### config.mk
export PLATFORM = sky130hd
export DESIGN_NAME = fpx_flag_trap
export DESIGN_NICKNAME = d
export VERILOG_FILES = /design/src/rtl/fpx_pkg.sv /design/src/rtl/fpx_cause_map.sv /design/src/rtl/fpx_csr_file.sv /design/src/rtl/fpx_trap_pulse.sv /design/src/rtl/fpx_flag_trap.sv
export SDC_FILE = /design/constraint.sdc
export NUM_CORES = 1
export LEC_CHECK = 0
export BUFFER_PORTS_ARGS = -buffer_cell sky130_fd_sc_hd__buf_2
export CAP_MARGIN = 15
export CORE_ASPECT_RATIO = 1.4
export CORE_MARGIN = 4
export CORE_UTILIZATION = 43
export CTS_CLUSTER_DIAMETER = 150
export CTS_CLUSTER_SIZE = 12
export DETAILED_ROUTE_END_ITERATION = 12
export PLACE_DENSITY = 0.85
export SYNTH_ARGS = -nofsm -noshare
export SYNTH_HDL_FRONTEND = slang
export SYNTH_SLANG_ARGS = --single-unit
export TNS_END_PERCENT = 5
### constraint.sdc
create_clock -name clk -period 1.6 [get_ports clk]
set_input_delay 0.24 -clock clk [delete_from_list [all_inputs] [get_ports clk]]
set_output_delay 0.24 -clock clk [all_outputs]
set_load 0.005 [all_outputs]
### src/rtl/fpx_pkg.sv
package fpx_pkg;

    localparam int NUM_CAUSE = 13;
    localparam int NUM_FLAG  = 8;
    localparam int CSR_W     = NUM_FLAG + 1;

    // cause vector positions
    localparam int C_OVF  = 0;
    localparam int C_UNF  = 1;
    localparam int C_IX   = 2;
    localparam int C_DZ   = 3;
    localparam int C_SNAN = 4;
    localparam int C_QNAN = 5;
    localparam int C_ISI  = 6;
    localparam int C_IDI  = 7;
    localparam int C_ZDZ  = 8;
    localparam int C_IMZ  = 9;
    localparam int C_CVT  = 10;
    localparam int C_CMP  = 11;
    localparam int C_SQRT = 12;

    // flag vector positions (register bit = index + 1)
    localparam int F_OVF  = 0;
    localparam int F_UNF  = 1;
    localparam int F_IX   = 2;
    localparam int F_DZ   = 3;
    localparam int F_INF  = 4;
    localparam int F_INV  = 5;
    localparam int F_SNAN = 6;
    localparam int F_QNAN = 7;

    typedef struct packed {
        logic [NUM_FLAG-1:0] flags;
        logic                en;
    } fpx_csr_t;

    // which cause bits feed one flag
    function automatic logic [NUM_CAUSE-1:0] flag_mask(input int f);
        logic [NUM_CAUSE-1:0] m;
        m = '0;
        case (f)
            F_OVF:  m[C_OVF] = 1'b1;
            F_UNF:  m[C_UNF] = 1'b1;
            F_IX:   m[C_IX]  = 1'b1;
            F_DZ:   m[C_DZ]  = 1'b1;
            F_INF:  begin m[C_ISI] = 1'b1; m[C_IDI] = 1'b1; end
            F_INV:  begin
                for (int c = C_SNAN; c <= C_SQRT; c++) m[c] = 1'b1;
            end
            F_SNAN: m[C_SNAN] = 1'b1;
            F_QNAN: m[C_QNAN] = 1'b1;
            default: m = '0;
        endcase
        return m;
    endfunction

endpackage

### src/rtl/fpx_cause_map.sv
module fpx_cause_map
    import fpx_pkg::*;
(
    input  logic [NUM_CAUSE-1:0] cause,
    output logic [NUM_FLAG-1:0]  set_flags
);

    for (genvar f = 0; f < NUM_FLAG; f++) begin : g_flag
        localparam logic [NUM_CAUSE-1:0] MASK = flag_mask(f);
        assign set_flags[f] = |(cause & MASK);
    end

    always_comb begin
        if (cause[C_SNAN]) begin
            p_snan_folds_r4: assert (set_flags[F_INV] && set_flags[F_SNAN]);
        end
        if (cause[C_ISI] || cause[C_IDI]) begin
            p_inf_folds_r5: assert (set_flags[F_INV] && set_flags[F_INF]);
        end
        if (cause[C_SQRT]) begin
            p_sqrt_invalid_r3: assert (set_flags[F_INV]);
        end
    end

endmodule

### src/rtl/fpx_csr_file.sv
module fpx_csr_file
    import fpx_pkg::*;
(
    input  logic                clk,
    input  logic                rst_n,
    input  logic                upd_valid,
    input  logic [NUM_FLAG-1:0] set_flags,
    input  logic                wr_en,
    input  logic [CSR_W-1:0]    wr_data,
    output logic [CSR_W-1:0]    csr_q,
    output logic                fire
);

    fpx_csr_t state_d, state_q;
    logic     fire_d;

    always_comb begin
        state_d = state_q;
        fire_d  = 1'b0;
        if (wr_en) begin
            state_d = fpx_csr_t'(wr_data);
        end else if (upd_valid && state_q.en) begin
            state_d.flags = state_q.flags | set_flags;
            fire_d        = |state_d.flags;
        end
    end

    always_ff @(posedge clk) begin
        if (!rst_n) begin
            state_q <= '0;
        end else begin
            state_q <= state_d;
        end
    end

    assign csr_q = state_q;
    assign fire  = fire_d;

    p_write_wins_r10: assert property (@(posedge clk) disable iff (!rst_n)
        $past(wr_en) |-> csr_q == $past(wr_data));

    p_sticky_r7: assert property (@(posedge clk) disable iff (!rst_n)
        !$past(wr_en) |-> ((csr_q[CSR_W-1:1] & $past(csr_q[CSR_W-1:1]))
                           == $past(csr_q[CSR_W-1:1])));

    p_disabled_hold_r2: assert property (@(posedge clk) disable iff (!rst_n)
        (!$past(wr_en) && !$past(csr_q[0])) |-> csr_q == $past(csr_q));

endmodule

### src/rtl/fpx_trap_pulse.sv
module fpx_trap_pulse #(
    parameter int PC_W = 32
) (
    input  logic            clk,
    input  logic            rst_n,
    input  logic            fire,
    input  logic [PC_W-1:0] src_pc,
    output logic            req,
    output logic [PC_W-1:0] pc
);

    typedef struct packed {
        logic            req;
        logic [PC_W-1:0] pc;
    } trap_t;

    trap_t trap_d, trap_q;

    always_comb begin
        trap_d     = trap_q;
        trap_d.req = fire;
        if (fire) begin
            trap_d.pc = src_pc;
        end
    end

    always_ff @(posedge clk) begin
        if (!rst_n) begin
            trap_q <= '0;
        end else begin
            trap_q <= trap_d;
        end
    end

    assign req = trap_q.req;
    assign pc  = trap_q.pc;

endmodule

### src/rtl/fpx_flag_trap.sv
module fpx_flag_trap
    import fpx_pkg::*;
#(
    parameter int PC_W = 32
) (
    input  logic                 clk,
    input  logic                 rst_n,
    input  logic                 fpu_done,
    input  logic [NUM_CAUSE-1:0] fpu_cause,
    input  logic [PC_W-1:0]      fpu_pc,
    input  logic                 csr_wr,
    input  logic [CSR_W-1:0]     csr_wdata,
    output logic [CSR_W-1:0]     csr_rdata,
    output logic                 fpe_req,
    output logic [PC_W-1:0]      fpe_pc
);

    logic [NUM_FLAG-1:0] set_flags;
    logic                fire;

    fpx_cause_map u_map (
        .cause     (fpu_cause),
        .set_flags (set_flags)
    );

    fpx_csr_file u_csr (
        .clk       (clk),
        .rst_n     (rst_n),
        .upd_valid (fpu_done),
        .set_flags (set_flags),
        .wr_en     (csr_wr),
        .wr_data   (csr_wdata),
        .csr_q     (csr_rdata),
        .fire      (fire)
    );

    fpx_trap_pulse #(.PC_W(PC_W)) u_trap (
        .clk    (clk),
        .rst_n  (rst_n),
        .fire   (fire),
        .src_pc (fpu_pc),
        .req    (fpe_req),
        .pc     (fpe_pc)
    );

    p_req_after_done_r9: assert property (@(posedge clk) disable iff (!rst_n)
        fpe_req |-> $past(fpu_done) && !$past(csr_wr));

    p_req_pc_r9: assert property (@(posedge clk) disable iff (!rst_n)
        fpe_req |-> fpe_pc == $past(fpu_pc));

    p_req_needs_enable_r2: assert property (@(posedge clk) disable iff (!rst_n)
        fpe_req |-> $past(csr_rdata[0]));

    p_req_has_flag_r8: assert property (@(posedge clk) disable iff (!rst_n)
        fpe_req |-> |csr_rdata[CSR_W-1:1]);

endmodule

==> out/qor.txt <==
PLACEMENT
------------------------------------------------------------------------------
RePlAce Congestion                                                       0.764
Number of buffers inserted by port buffering                                99
DP HPWL                                                                3000 um

SYNTH
------------------------------------------------------------------------------
Net count after synthesis                                                  250
Multiplexer fraction of the synthesized cell area                        18.7%
Ys async rst share                                                          0%
Top cell type by total area after synthesis                       sky130_fd_sc_hd__dfxtp_1
Most numerous cell in the Yosys netlist                           sky130_fd_sc_hd__nand2_1
Synthesized-area fraction occupied by ao, oa, aoi and oai cells          6.25%
Combinational family with the most area after synthesis           simple AND/OR/NAND/NOR gates
Most used DFF post-synth                                          sky130_fd_sc_hd__dfxtp_1
Cell types occupying the most area after synthesis                sky130_fd_sc_hd__dfxtp_1, sky130_fd_sc_hd__mux2i_1, sky130_fd_sc_hd__nand2_1, sky130_fd_sc_hd__buf_12, sky130_fd_sc_hd__a211oi_1
Sequential element share of the synthesized area                         47.7%
Total of warnings raised by yosys                                            0
Count of different cell masters after synthesis                             23
Most frequent cells after synthesis                               sky130_fd_sc_hd__nand2_1, sky130_fd_sc_hd__dfxtp_1, sky130_fd_sc_hd__mux2i_1, sky130_fd_sc_hd__clkbuf_1, sky130_fd_sc_hd__nor2_1
Average cell area after synthesis                                     9.18 um2
Yosys top cell area share                                                47.7%
Post-synthesis simple-gate area fraction                                 20.8%
Post-synthesis xor/xnor area fraction                                       0%
Area share of fa/ha/maj cells after synthesis                               0%
Post-synth EDFFs                                                             0
Count of state elements after synthesis                                     42
Synthesized instance count                                                 192
Post-synthesis cell area                                              1760 um2

FLOORPLANNING
------------------------------------------------------------------------------
Number of placement rows                                                    27
Starting density of the core                                             44.6%
Die extent in y                                                        83.8 um
Horizontal die dimension                                               62.1 um
Full die area                                                         5200 um2
Floorplan core area                                                   3950 um2
I/O pins                                                                   100

HOLD PATH
------------------------------------------------------------------------------
Path type of the worst min-delay path                             primary input to flip-flop

TIMING
------------------------------------------------------------------------------
Worst clock skew                                                    0.00607 ns
Number of max-slew violations in the final report                            0
Slew Limit Headroom                                                      80.8%
Ratio of final minimum period to clock period                            92.8%
Final critical delay including setup and external delays               1.49 ns
Final hold violation count                                                   0
Final sum of negative setup slack                                         0 ns
Final setup violation count                                                  0
RSZ-0062 raised after global routing                                     false
Transition time at the pin with the least slew margin                 0.287 ns
Upper clock frequency limit                                          0.673 GHz

FINISH
------------------------------------------------------------------------------
Share of post-route cells with drive strength above 1                    39.7%
Number of filler instances in the final layout                             346
Combined area of the multi-input logic cells                           807 um2
Nets@finish                                                                347
Area growth, synth to finish                                             33.8%
Antenna cells                                                                0
Total area of sequential cells                                         841 um2

CLOCK NETWORK
------------------------------------------------------------------------------
Clock tree from TritonCTS                                                  yes
Clock buffer depth                                                           2
Post-cts gate resize count                                                   0
Clock net sink count                                                        42
H-tree depth                                                                 2
Count of buffers added by post-CTS timing repair for setup                   0
Hold buffer count at CTS                                                     0
Clk root buf                                                      sky130_fd_sc_hd__clkbuf_8
TritonCTS Buffers                                                            5
Clock latency reported for the late side of the worst-skew pair        0.29 ns
Worst-path clk slew                                                    0.08 ns

DRT
------------------------------------------------------------------------------
Number of DRC violations after detailed-routing iteration 0                 46
Residual DRC                                                                 0
Average wire per cell in the routed design                             12.4 um
Via count                                                                1,621
Avg Vias per Cell                                                         4.87
Drt first pass iters                                                         4
Antenna Nets Post-Route                                                      0
Post-Route WL                                                          4110 um

WORST SETUP PATH
------------------------------------------------------------------------------
Register-to-Register Path Depth                                              5
Cell with the biggest individual delay on the critical path       sky130_fd_sc_hd__dfxtp_1
Critical Path End Type                                               flip-flop
Kind of start point of the critical path                             flip-flop
Reg-to-reg startpoint                                             u_csr.csr_q[2]$_SDFFE_PN0P_
WP data required                                                       1.77 ns
CP peak stage delay                                                    0.33 ns
Cell-by-cell listing of the critical path                         nor4_1 > nand3_1 > o211a_2 > buf_12 > mux2i_1
Critical Path Source                                              u_csr.csr_q[2]$_SDFFE_PN0P_
Reg2Reg Setup Slack                                                    0.11 ns
Setup CP Type                                                     flip-flop to flip-flop
Crit Path Max Fanout                                                        29
Timing endpoint of the critical path                              u_trap.pc[26]$_SDFFE_PN0P_
CP Data Arrival Time                                                   1.65 ns
Endpoint of the worst-slack reg-to-reg timing path                u_trap.pc[26]$_SDFFE_PN0P_

GLOBAL ROUTE
------------------------------------------------------------------------------
Overall Global Routing Usage                                             16.6%
Global route overflow                                                        0
Largest net degree at the start of global routing                           75
Antenna violations before repair                                             0
Via count of the first global-routing pass                               1,639
Global-route wire length before repair                                 7250 um

POWER AND IR DROP
------------------------------------------------------------------------------
Total power divided by cell area                                    858 nW/um2
IR Drop Worst-Case VDD                                                0.834 mV
Leakage                                                                1.11 nW
Total power                                                            2.02 mW

STATUS
------------------------------------------------------------------------------
Status                                                            complete, no violations

JOB
------------------------------------------------------------------------------
# Max-Cap Violations                                                         0

-- final cells by class --
class | instances | share of cell area, %
clock buffers | 6 | 3.50
flip-flops and latches | 42 | 35.6
repair buffers | 104 | 23.7
multi-input cells | 135 | 34.2
inverters | 1 | 0.159
well taps | 43 | 2.28
clock inverters | 2 | 0.531
-- placed cells by master (no fill, tap or decap) --
cell type / synthesis / layout
sky130_fd_sc_hd__o211a_2: 0 / 1
sky130_fd_sc_hd__buf_2: 2 / 99
sky130_fd_sc_hd__buf_4: 0 / 3
sky130_fd_sc_hd__nand4_1: 1 / 1
sky130_fd_sc_hd__and2_1: 2 / 2
sky130_fd_sc_hd__nor4_2: 1 / 1
sky130_fd_sc_hd__nor3_1: 1 / 1
sky130_fd_sc_hd__clkinvlp_4: 0 / 1
sky130_fd_sc_hd__buf_12: 3 / 2
sky130_fd_sc_hd__nand2_1: 65 / 65
sky130_fd_sc_hd__nor2b_1: 2 / 2
sky130_fd_sc_hd__dfxtp_1: 42 / 42
sky130_fd_sc_hd__nor4_4: 1 / 1
sky130_fd_sc_hd__nor4_1: 2 / 2
sky130_fd_sc_hd__clkbuf_8: 0 / 6
sky130_fd_sc_hd__clkinv_2: 0 / 1
sky130_fd_sc_hd__nand3_1: 2 / 2
sky130_fd_sc_hd__a211oi_1: 6 / 6
sky130_fd_sc_hd__o21ai_0: 7 / 7
sky130_fd_sc_hd__clkinv_1: 1 / 1
sky130_fd_sc_hd__a21oi_1: 1 / 1
sky130_fd_sc_hd__a21boi_0: 1 / 1
sky130_fd_sc_hd__nor2_1: 8 / 8
sky130_fd_sc_hd__o211ai_1: 1 / 1
sky130_fd_sc_hd__mux2i_1: 33 / 33
-- where the power goes --
group          leakage, nW  internal, mW  switching (mW)
Combinational        0.717         0.120           0.113
Sequential           0.341          1.08          0.0189
Clock               0.0472         0.347           0.350
-- state kept, by name, indices dropped and copies added (netlist names) --
register / flops
u_csr.csr_q: 9
u_trap.pc: 32
u_trap.req: 1
-- critical path: cells and delay by family (launching register included) --
kind | cells | cell delay [ns]
compound gates | 1 | 0.29
simple gates | 2 | 0.41
mux | 1 | 0.14
buf+inv | 1 | 0.19
flops | 1 | 0.33
-- routing by layer --
layer | wire length [um] | up-vias | track usage, %
met5 | 0 | - | 0
met4 | 78 | 0 | 5.33
met3 | 346 | 9 | 6.06
met2 | 2030 | 63 | 27.8
met1 | 1660 | 720 | 19.3
li1 | - | 829 | -
-- kinds of logic after synthesis --
logic type / Yosys count
AO/OA/AOI/OAI: 17
buffers and inverters: 15
flip-flops: 42
multiplexers: 33
AND/OR/NAND/NOR: 85
-- worst min-delay path by stage --
stage                                     startpoint                     endpoint  slack (ns)  cells after the start
after floorplan                            fpu_pc[0]    u_trap.pc[0]$_SDFFE_PN0P_        0.38                      2
after global placement    u_trap.pc[26]$_SDFFE_PN0P_   u_trap.pc[26]$_SDFFE_PN0P_        0.44                      2
after detailed placement  u_trap.pc[23]$_SDFFE_PN0P_   u_trap.pc[23]$_SDFFE_PN0P_        0.44                      2
after CTS                               csr_wdata[3]  u_csr.csr_q[3]$_SDFFE_PN0P_        0.17                      3
after global routing                      fpu_pc[31]   u_trap.pc[31]$_SDFFE_PN0P_        0.17                      3
final                                   csr_wdata[4]  u_csr.csr_q[4]$_SDFFE_PN0P_        0.18                      3
-- metrics by stage --
stage                     worst slack (ns)  hold slack [ns]  utilization [%]  cells  instance area (um2)
after detailed placement            0.0218            0.444             57.3    325                 2260
after global placement              0.0662            0.439             57.3    325                 2260
final                                0.115            0.179             59.7    333                 2360
after CTS                           0.0516            0.174             59.7    333                 2360
after floorplan                      0.132            0.382                -    192                 1760
after global routing                0.0504            0.175             59.7    333                 2360
No activity file was read; power rests on OpenSTA's default activity.
